[config.mk]
export PLATFORM = sky130hd
export DESIGN_NAME = opm_pwm_timer
export DESIGN_NICKNAME = d
export VERILOG_FILES = /design/src/rtl/opm_pkg.sv /design/src/rtl/opm_regs.sv /design/src/rtl/opm_trig_sync.sv /design/src/rtl/opm_counter.sv /design/src/rtl/opm_chan.sv /design/src/rtl/opm_pwm_timer.sv
export SDC_FILE = /design/constraint.sdc
export NUM_CORES = 1
export LEC_CHECK = 0
export ABC_AREA = 0
export BUFFER_PORTS_ARGS = -buffer_cell sky130_fd_sc_hd__buf_4
export CORE_MARGIN = 2
export CORE_UTILIZATION = 57
export DETAILED_ROUTE_END_ITERATION = 8
export HOLD_SLACK_MARGIN = 0.08
export PLACE_DENSITY = 0.88
export SETUP_SLACK_MARGIN = 0.3
export SYNTH_ARGS = -nofsm -noshare
export SYNTH_HDL_FRONTEND = slang
export SYNTH_SLANG_ARGS = --single-unit
[constraint.sdc]
create_clock -name clk -period 3.5 [get_ports clk]
set_input_delay 1.05 -clock clk [delete_from_list [all_inputs] [get_ports clk]]
set_output_delay 1.05 -clock clk [all_outputs]
set_load 0.03 [all_outputs]
[src/rtl/opm_pkg.sv]
// Package: shared constants and types of the one-pulse PWM timer.
// Assumes the control register fits into the data word (4 + channels <= width).
package opm_pkg;
    localparam int CTRL_RUN  = 0;
    localparam int CTRL_OPM  = 1;
    localparam int CTRL_RISE = 2;
    localparam int CTRL_XFER = 3;
    localparam int CTRL_POL0 = 4;
    localparam int CMD_FUPD  = 0;
    localparam int CMD_FOVF  = 1;

    typedef enum logic [1:0] {
        CAUSE_NONE  = 2'd0,
        CAUSE_TRIG  = 2'd1,
        CAUSE_FORCE = 2'd2,
        CAUSE_WRAP  = 2'd3
    } restart_cause_e;
endpackage

[src/rtl/opm_regs.sv]
// Module: register file of the timer. Holds reload, duty preloads and control
// bits, and decodes the command strobes. Break clears reload and duty preloads.
// Assumes writes are single-cycle strobes and that wr_data is wide enough for CTRL.
module opm_regs #(
    parameter int CNT_W  = 12,
    parameter int NUM_CH = 2,
    parameter int ADDR_W = 3
) (
    input  logic                         clk,
    input  logic                         rst_n,
    input  logic                         wr_en,
    input  logic [ADDR_W-1:0]            wr_addr,
    input  logic [CNT_W-1:0]             wr_data,
    input  logic                         brk,
    output logic [CNT_W-1:0]             reload,
    output logic [NUM_CH-1:0][CNT_W-1:0] duty_pre,
    output logic [NUM_CH-1:0]            pol_pre,
    output logic                         run,
    output logic                         opm_en,
    output logic                         rise_sel,
    output logic                         xfer_en,
    output logic                         force_upd,
    output logic                         force_ovf
);
    import opm_pkg::*;

    localparam int CTRL_W    = CTRL_POL0 + NUM_CH;
    localparam int A_RELOAD  = 0;
    localparam int A_DUTY0   = 1;
    localparam int A_CTRL    = A_DUTY0 + NUM_CH;
    localparam int A_CMD     = A_CTRL + 1;

    logic [CTRL_W-1:0] ctrl_q;
    logic              cmd_hit;

    // Decode a write to the command register.
    assign cmd_hit   = wr_en && (wr_addr == ADDR_W'(A_CMD));
    assign force_upd = cmd_hit && wr_data[CMD_FUPD];
    assign force_ovf = cmd_hit && wr_data[CMD_FOVF];

    // Reload register, cleared by break.
    always_ff @(posedge clk) begin
        if (!rst_n || brk)
            reload <= '0;
        else if (wr_en && wr_addr == ADDR_W'(A_RELOAD))
            reload <= wr_data;
    end

    // Control register; break leaves it untouched.
    always_ff @(posedge clk) begin
        if (!rst_n)
            ctrl_q <= '0;
        else if (wr_en && wr_addr == ADDR_W'(A_CTRL))
            ctrl_q <= wr_data[CTRL_W-1:0];
    end

    generate
        for (genvar ch = 0; ch < NUM_CH; ch++) begin : g_duty
            // Duty preload of one channel, cleared by break.
            always_ff @(posedge clk) begin
                if (!rst_n || brk)
                    duty_pre[ch] <= '0;
                else if (wr_en && wr_addr == ADDR_W'(A_DUTY0 + ch))
                    duty_pre[ch] <= wr_data;
            end
            assign pol_pre[ch] = ctrl_q[CTRL_POL0 + ch];
        end
    endgenerate

    assign run      = ctrl_q[CTRL_RUN];
    assign opm_en   = ctrl_q[CTRL_OPM];
    assign rise_sel = ctrl_q[CTRL_RISE];
    assign xfer_en  = ctrl_q[CTRL_XFER];
endmodule

[src/rtl/opm_trig_sync.sv]
// Module: two-flop synchronizer and edge detector for the external trigger.
// The selected edge gives a one-cycle pulse, only while detection is enabled.
// Assumes trig_i may change at any time relative to clk.
module opm_trig_sync (
    input  logic clk,
    input  logic rst_n,
    input  logic trig_i,
    input  logic det_en,
    input  logic rise_sel,
    output logic edge_o
);
    logic s1_q, s2_q, s3_q;

    // Synchronizer chain plus one history flop for edge detection.
    always_ff @(posedge clk) begin
        if (!rst_n) begin
            s1_q <= 1'b0;
            s2_q <= 1'b0;
            s3_q <= 1'b0;
        end else begin
            s1_q <= trig_i;
            s2_q <= s1_q;
            s3_q <= s2_q;
        end
    end

    // Select the active edge; the select bit acts without delay.
    always_comb begin
        if (!det_en)
            edge_o = 1'b0;
        else if (rise_sel)
            edge_o = s2_q && !s3_q;
        else
            edge_o = !s2_q && s3_q;
    end
endmodule

[src/rtl/opm_counter.sv]
// Module: shared 12-bit up-counter with auto-reload and restart arbitration.
// Priority: break, accepted trigger, forced overflow, reload match, count.
// Assumes trig_acc is already qualified by mode and arming.
module opm_counter #(
    parameter int CNT_W = 12
) (
    input  logic             clk,
    input  logic             rst_n,
    input  logic             run,
    input  logic             brk,
    input  logic [CNT_W-1:0] reload,
    input  logic             trig_acc,
    input  logic             force_ovf,
    output logic [CNT_W-1:0] cnt_q,
    output logic             ovf_q,
    output logic             restart
);
    import opm_pkg::*;

    restart_cause_e cause;

    // Resolve the restart source in fixed priority order.
    always_comb begin
        if (trig_acc)
            cause = CAUSE_TRIG;
        else if (force_ovf)
            cause = CAUSE_FORCE;
        else if (cnt_q == reload)
            cause = CAUSE_WRAP;
        else
            cause = CAUSE_NONE;
    end

    assign restart = run && !brk && (cause != CAUSE_NONE);

    // Counter state and overflow pulse.
    always_ff @(posedge clk) begin
        if (!rst_n || brk) begin
            cnt_q <= '0;
            ovf_q <= 1'b0;
        end else if (!run) begin
            ovf_q <= 1'b0;
        end else if (restart) begin
            cnt_q <= '0;
            ovf_q <= 1'b1;
        end else begin
            cnt_q <= cnt_q + CNT_W'(1);
            ovf_q <= 1'b0;
        end
    end
endmodule

[src/rtl/opm_chan.sv]
// Module: one PWM channel: active duty/polarity shadow, compare and output.
// Output is high while the counter is below duty, inverted in one-pulse mode
// by the active polarity; inactive level while stopped or in break.
module opm_chan #(
    parameter int CNT_W = 12
) (
    input  logic             clk,
    input  logic             rst_n,
    input  logic             brk,
    input  logic             load,
    input  logic [CNT_W-1:0] duty_pre,
    input  logic             pol_pre,
    input  logic [CNT_W-1:0] cnt,
    input  logic             run,
    input  logic             opm_en,
    output logic [CNT_W-1:0] duty_act,
    output logic             pwm_o
);
    logic pol_act;
    logic inv;

    // Active duty shadow; break clears it.
    always_ff @(posedge clk) begin
        if (!rst_n || brk)
            duty_act <= '0;
        else if (load)
            duty_act <= duty_pre;
    end

    // Active polarity shadow.
    always_ff @(posedge clk) begin
        if (!rst_n)
            pol_act <= 1'b0;
        else if (load && !brk)
            pol_act <= pol_pre;
    end

    assign inv = opm_en && pol_act;

    // Output level from compare, mode and polarity.
    always_comb begin
        if (brk || !run)
            pwm_o = inv;
        else
            pwm_o = (cnt < duty_act) ^ inv;
    end
endmodule

[src/rtl/opm_pwm_timer.sv]
// Module: top of the retriggerable one-pulse PWM timer.
// Ties register file, trigger front end, counter and channels together.
// Assumes ARM_CH names the channel whose compare point arms retriggering.
module opm_pwm_timer #(
    parameter int CNT_W  = 12,
    parameter int NUM_CH = 2,
    parameter int ADDR_W = 3,
    parameter int ARM_CH = 1
) (
    input  logic              clk,
    input  logic              rst_n,
    input  logic              wr_en,
    input  logic [ADDR_W-1:0] wr_addr,
    input  logic [CNT_W-1:0]  wr_data,
    input  logic              trig_i,
    input  logic              brk_i,
    output logic [NUM_CH-1:0] pwm_o,
    output logic              ovf_o,
    output logic [CNT_W-1:0]  cnt_o
);
    logic [CNT_W-1:0]             reload;
    logic [NUM_CH-1:0][CNT_W-1:0] duty_pre;
    logic [NUM_CH-1:0][CNT_W-1:0] duty_act;
    logic [NUM_CH-1:0]            pol_pre;
    logic run, opm_en, rise_sel, xfer_en, force_upd, force_ovf;
    logic trig_edge, trig_acc, armed, restart, shadow_load;
    logic [CNT_W-1:0] cnt;

    opm_regs #(.CNT_W(CNT_W), .NUM_CH(NUM_CH), .ADDR_W(ADDR_W)) u_regs (
        .clk(clk), .rst_n(rst_n), .wr_en(wr_en), .wr_addr(wr_addr),
        .wr_data(wr_data), .brk(brk_i), .reload(reload), .duty_pre(duty_pre),
        .pol_pre(pol_pre), .run(run), .opm_en(opm_en), .rise_sel(rise_sel),
        .xfer_en(xfer_en), .force_upd(force_upd), .force_ovf(force_ovf)
    );

    opm_trig_sync u_trig (
        .clk(clk), .rst_n(rst_n), .trig_i(trig_i),
        .det_en(run && opm_en), .rise_sel(rise_sel), .edge_o(trig_edge)
    );

    // Retrigger is armed once the arming channel's compare point is reached.
    assign armed    = (cnt >= duty_act[ARM_CH]);
    assign trig_acc = trig_edge && armed;

    opm_counter #(.CNT_W(CNT_W)) u_cnt (
        .clk(clk), .rst_n(rst_n), .run(run), .brk(brk_i), .reload(reload),
        .trig_acc(trig_acc), .force_ovf(force_ovf), .cnt_q(cnt),
        .ovf_q(ovf_o), .restart(restart)
    );

    assign shadow_load = (restart && xfer_en) || force_upd;

    generate
        for (genvar ch = 0; ch < NUM_CH; ch++) begin : g_ch
            opm_chan #(.CNT_W(CNT_W)) u_chan (
                .clk(clk), .rst_n(rst_n), .brk(brk_i), .load(shadow_load),
                .duty_pre(duty_pre[ch]), .pol_pre(pol_pre[ch]), .cnt(cnt),
                .run(run), .opm_en(opm_en), .duty_act(duty_act[ch]),
                .pwm_o(pwm_o[ch])
            );
        end
    endgenerate

    assign cnt_o = cnt;
endmodule

# Word-level counts from Yosys, hierarchy flattened
# Cells that the tools add are included.
[word_totals]
reg_bits = 84
latch_bits = 0
ram_bits = 0
mem_bits_ro = 0
wordCells = 62
n_memories = 0
[op_classes]
addsub = 1
multipliers = 0
div = 0
order_cmp = 3
eq_ne = 5
shifts = 0
muxes = 9
bitwise_logic = 3
n_reduce_logical = 28
[op_table]
columns = ["op", "n"]
rows = [
  ["12-bit < comparator", 2],
  ["1-bit logical AND", 17],
  ["12-bit by 1-bit adder with 12-bit output, second input constant", 1],
  ["12-bit equality test", 1],
  ["12-bit greater-or-equal comparator", 1],
  ["12-bit two-way mux", 1],
  ["3-bit by 2-bit equality test with 1-bit output, second input constant", 2],
  ["2-bit two-way mux", 3],
  ["1-bit logical NOT", 5],
  ["1-bit two-way mux", 5],
  ["3-bit by 1-bit equality test with 1-bit output, second input constant", 1],
  ["3-bit equality test, second input constant", 1],
  ["3-bit logical NOT", 1],
  ["1-bit logical OR", 3],
  ["2-bit nonzero test", 1],
  ["2-bit OR reduction", 1],
  ["1-bit bitwise XOR", 2],
  ["1-bit inverter", 1],
]

# Depth between registers and ports, before layout
[depth]
ltp_word = 11
ltp_mapped = 9
ltp_nobuf = 8

# By module
# A second synthesis with hierarchy kept.
[hier_totals]
cells_unflattened = 474
area_unflattened_um2 = 4513.1
[by_module_without_submodules]
columns = ["mod", "instances", "cells_each", "area_per_inst_um2", "seq_area_each_um2"]
rows = [
  ["opm_regs", 1, 168, 1806.7, 840.8],
  ["opm_chan", 2, 84, 768.2, 260.2],
  ["opm_counter", 1, 86, 763.2, 260.2],
  ["opm_pwm_timer", 1, 43, 304.0, 0.0],
  ["opm_trig_sync", 1, 9, 102.6, 60.1],
]

# Least setup slack after synthesis
# Ideal clock, no wire load.
[synth_timing]
path_type = "reg2out"
startpoint = "register u_cnt.cnt_q[5]"
endpoint = "output port pwm_o[0]"
arrival_ns = 2.226
required_ns = 2.450
path_slack_ns = 0.224
stages_incl_launch_ff = 9
n_path_buf = 1
path_cell_list = "dfxtp_1 -> ha_1 -> a21o_1 -> a21o_1 -> a2111oi_0 -> o21ai_0 -> a41o_1 -> xor2_1 -> buf_4"
[synth_between]
elab_chain_cells = 3
[synth_lines]
columns = ["element", "line_no", "text"]
rows = [
  ["from (decl)", "opm_counter.sv:14", "output logic [CNT_W-1:0] cnt_q,"],
  ["from (signal assigned)", "opm_counter.sv:47", "cnt_q <= cnt_q + CNT_W'(1);"],
  ["12-bit < comparator", "opm_chan.sv:45", "pwm_o = (cnt < duty_act) ^ inv;"],
  ["1-bit bitwise XOR", "opm_chan.sv:45", ""],
  ["1-bit two-way mux", "opm_chan.sv:42", "if (brk || !run)"],
  ["to (decl)", "opm_pwm_timer.sv:17", "output logic [NUM_CH-1:0] pwm_o,"],
]
# Every way passes these cells.

# Worst setup path in the final report
# Ends and elaborated chain as after synthesis.

==> metrics.yaml <==
logic_synthesis:
  ys_top_cells_by_area: "dfxtp_1, nand2_1, mux2i_1, ha_1, a21oi_1"
  synth_edf_count: 0
  yosysMostFrequentCell: "nand2_1"
  synth_top_area_frac: 0.413
  ys_types: 41
  synthFlopType: "dfxtp_1"
  netlist_area_mm2: 0.00407
  synth-seq-cells: 84
  avgSynthCellArea_um2: 8.39
  ys_top_cells_by_count: "nand2_1, dfxtp_1, a21oi_1, mux2i_1"
  seq_area_frac_synth: 0.413
  synthCells: 485
  syn_nets: 529
  yosys_warnings: 0
  async_flop_share: 0
  netlist.top_cell.by_area: "dfxtp_1"
sta:
  period_share: 0.942
  setup_violations: 0
  worstMarginPinSlew_ps: 518
  totalNegativeSetupSlack_ps: 0
  rsz0062_at_grt: "yes"
  finalCriticalPeriod_ps: 3300
  skew_ps: 9.92
  fmax_mhz: 303
  slew_headroom: 0.654
  finalHoldViolations: 0
  slew_viol_final: 0
die:
  start_util: 0.592
  pin_count: 35
  dieArea_mm2: 0.00783
  die_h_um: 88.5
  rows: 30
  die_x_um: 88.5
  core_area_mm2: 0.00687
final_layout:
  diodes: 0
  nets: 562
  fin_cells: 619
  area_growth_pct: 15.3
  drive_gt1_frac: 0.155
  fillers: 551
grt:
  grt_pass1_wl_um: 16000
  antenna_found_initial: 0
  grt_usage: 0.271
  grt_pass1_vias: 3323
  overflow: 0
  grt_max_degree: 50
pwr:
  power_leakage_nw: 1.62
  swShare: 0.259
  p_sw_uw: 437
  fin_total_pwr_mw: 1.69
  clockPowerShare: 0.376
  vdd_drop_max_v: 0.000273
  seqPwrFrac: 0.571
  power.internal_mw: 1.25
  p_per_area_mw_per_mm2: 360
  power_frac_comb: 0.053
drt:
  wl_um: 9700
  drtIter0Drc: 226
  viasPerCell: 5.49
  vias: 3399
  ant_nets: 0
  wl_per_cell_um: 15.7
  drcViolationCount: 0
  drt-pass1-iter-count: 4
critical_path:
  cp_max_fo: 2
  slowest_delay_ps: 360
  worstSetupStartpointType: "flip-flop"
  r2r_setup_slack_ps: 910
  cp.required_ps: 2450
  critPathCaptureType: "primary output"
  cp_common_cell: "a21o_1"
  crit_type: "flip-flop to primary output"
  cp_cell_sequence: "ha_4 -> a21o_1 -> a21o_1 -> a2111oi_4 -> o21ai_1 -> a41o_1 -> xor2_1 -> buf_4"
  crit_slowest_cell: "dfxtp_4"
  arrival_ps: 2250
outcome:
  outcome: "completed"
clocking:
  clockBufferDepth: 2
  path_clk_slew_ps: 90
  cts_root_buf: "clkbuf_8"
  clock_latency_ps: 370
  cts_tree: "built"
  htree_levels: 3
  clock_sinks: 84
  cts_inserted_buffers: 9
place:
  globalplace.congestion: 0.945
  dp.cells: 600
  portBuffers: 34
  dp_hpwl_um: 6850
worst_hold_path:
  hold_class: "flip-flop to flip-flop"
flow_run:
  maxCapViolations: 0
worst max-delay path: cells and delay by family (launching register included):
kind,cells,cell delay [ps]
AO/OA/AOI/OAI,5,950
flip-flops,1,360
adder cells (fa/ha/maj),1,230
buffers and inverters,1,190
XOR/XNOR,1,160
through the flow:
| stage | utilization | setup slack (ps) | area (µm²) | hold slack [ps] |
|---|---|---|---|---|
| final | 0.683 | 202 | 4690 | 454 |
| after global routing | 0.683 | 118 | 4690 | 472 |
| after CTS | 0.675 | 192 | 4640 | 454 |
| after detailed placement | 0.637 | 123 | 4380 | 440 |
| after global placement | 0.637 | 183 | 4380 | 420 |
| after floorplan | - | 357 | 4070 | 412 |
cell usage in the layout, fill, tap and decap left out, types with 4 or more instances in the layout:
cell type / n
dfxtp_2: 6
o21ai_0: 6
clkbuf_8: 9
nand2b_1: 8
buf_4: 41
inv_1: 23
nor2_1: 8
ha_1: 21
and2_1: 5
nor3_1: 12
xor2_1: 7
a21o_1: 4
dfxtp_1: 77
a21oi_1: 43
mux2i_1: 32
nor2b_1: 9
nand2_1: 143
xnor2_1: 17
nand4_1: 9
power by group through the flow:
stage / combinational, mW / sequential (mW) / clock (mW)
finish: 0.0890 / 0.965 / 0.635
global route: 0.0961 / 0.966 / 0.688
CTS: 0.0877 / 0.965 / 0.644
detailed placement: 0.0875 / 0.988 / 0
global placement: 0.0862 / 0.988 / 0
floorplan: 0.0497 / 0.986 / 0
metal layers:
| layer | routed length [µm] | vias up | share of wire | track usage |
|---|---|---|---|---|
| li1 | - | 1682 | - | - |
| met1 | 4400 | 1616 | 0.45 | 0.362 |
| met2 | 4580 | 79 | 0.47 | 0.425 |
| met3 | 451 | 22 | 0.047 | 0.0532 |
| met4 | 259 | 0 | 0.027 | 0.123 |
| met5 | 0 | - | 0 | 0 |
worst paths after layout:
check	end	depth (start not counted)	startpoint
setup / recovery	pwm_o[0]	8	u_cnt.cnt_q[5]$_SDFFE_PP0P_
hold / removal	g_ch[1].u_chan.duty_act[3]$_SDFFE_PP0P_	2	u_regs.duty_pre[15]$_SDFFE_PP0P_
setup reg to reg	g_ch[1].u_chan.duty_act[6]$_SDFFE_PP0P_	8	u_cnt.cnt_q[11]$_SDFFE_PP0P_
hold reg to reg	g_ch[1].u_chan.duty_act[3]$_SDFFE_PP0P_	2	u_regs.duty_pre[15]$_SDFFE_PP0P_
cell families (layout without fill, tap and decap cells):
family | Yosys count | in the layout | share of synthesized area
compound gates | 69 | 69 | 0.107
xor+xnor | 24 | 24 | 0.0517
fa+ha+maj | 24 | 24 | 0.0738
buf+inv | 46 | 84 | 0.0526
flops | 84 | 84 | 0.413
mux | 32 | 32 | 0.0787
simple gates | 206 | 206 | 0.223
repair_timing:
action	CTS	global route
hold buffers	0	0
pin swaps	6	5
buffers inserted	2	1
resized for setup	14	11
setup endpoints to repair	2	2
cloned	0	0
cell type report:
class                      count  area [µm²]  share of cell area
timing repair buffer          44         342              0.0728
tap                           96         120              0.0256
inverter                      24        90.1              0.0192
clock buffer                   9         124              0.0264
sequential                    84        1690               0.361
clock inverter                 7        50.0              0.0107
multi-input combinational    355        2270               0.485
state kept, by name (all words and copies together) (netlist names):
| name | cells |
|---|---|
| g_ch.u_chan.duty_act | 24 |
| u_cnt.ovf_q | 1 |
| u_regs.reload | 12 |
| u_regs.duty_pre | 24 |
| u_regs.ctrl_q | 6 |
| u_trig.s2_q | 1 |
| g_ch.u_chan.pol_act | 2 |
| u_trig.s3_q | 1 |
| u_cnt.cnt_q | 12 |
| u_trig.s1_q | 1 |
(Power assumes the default switching activity.)
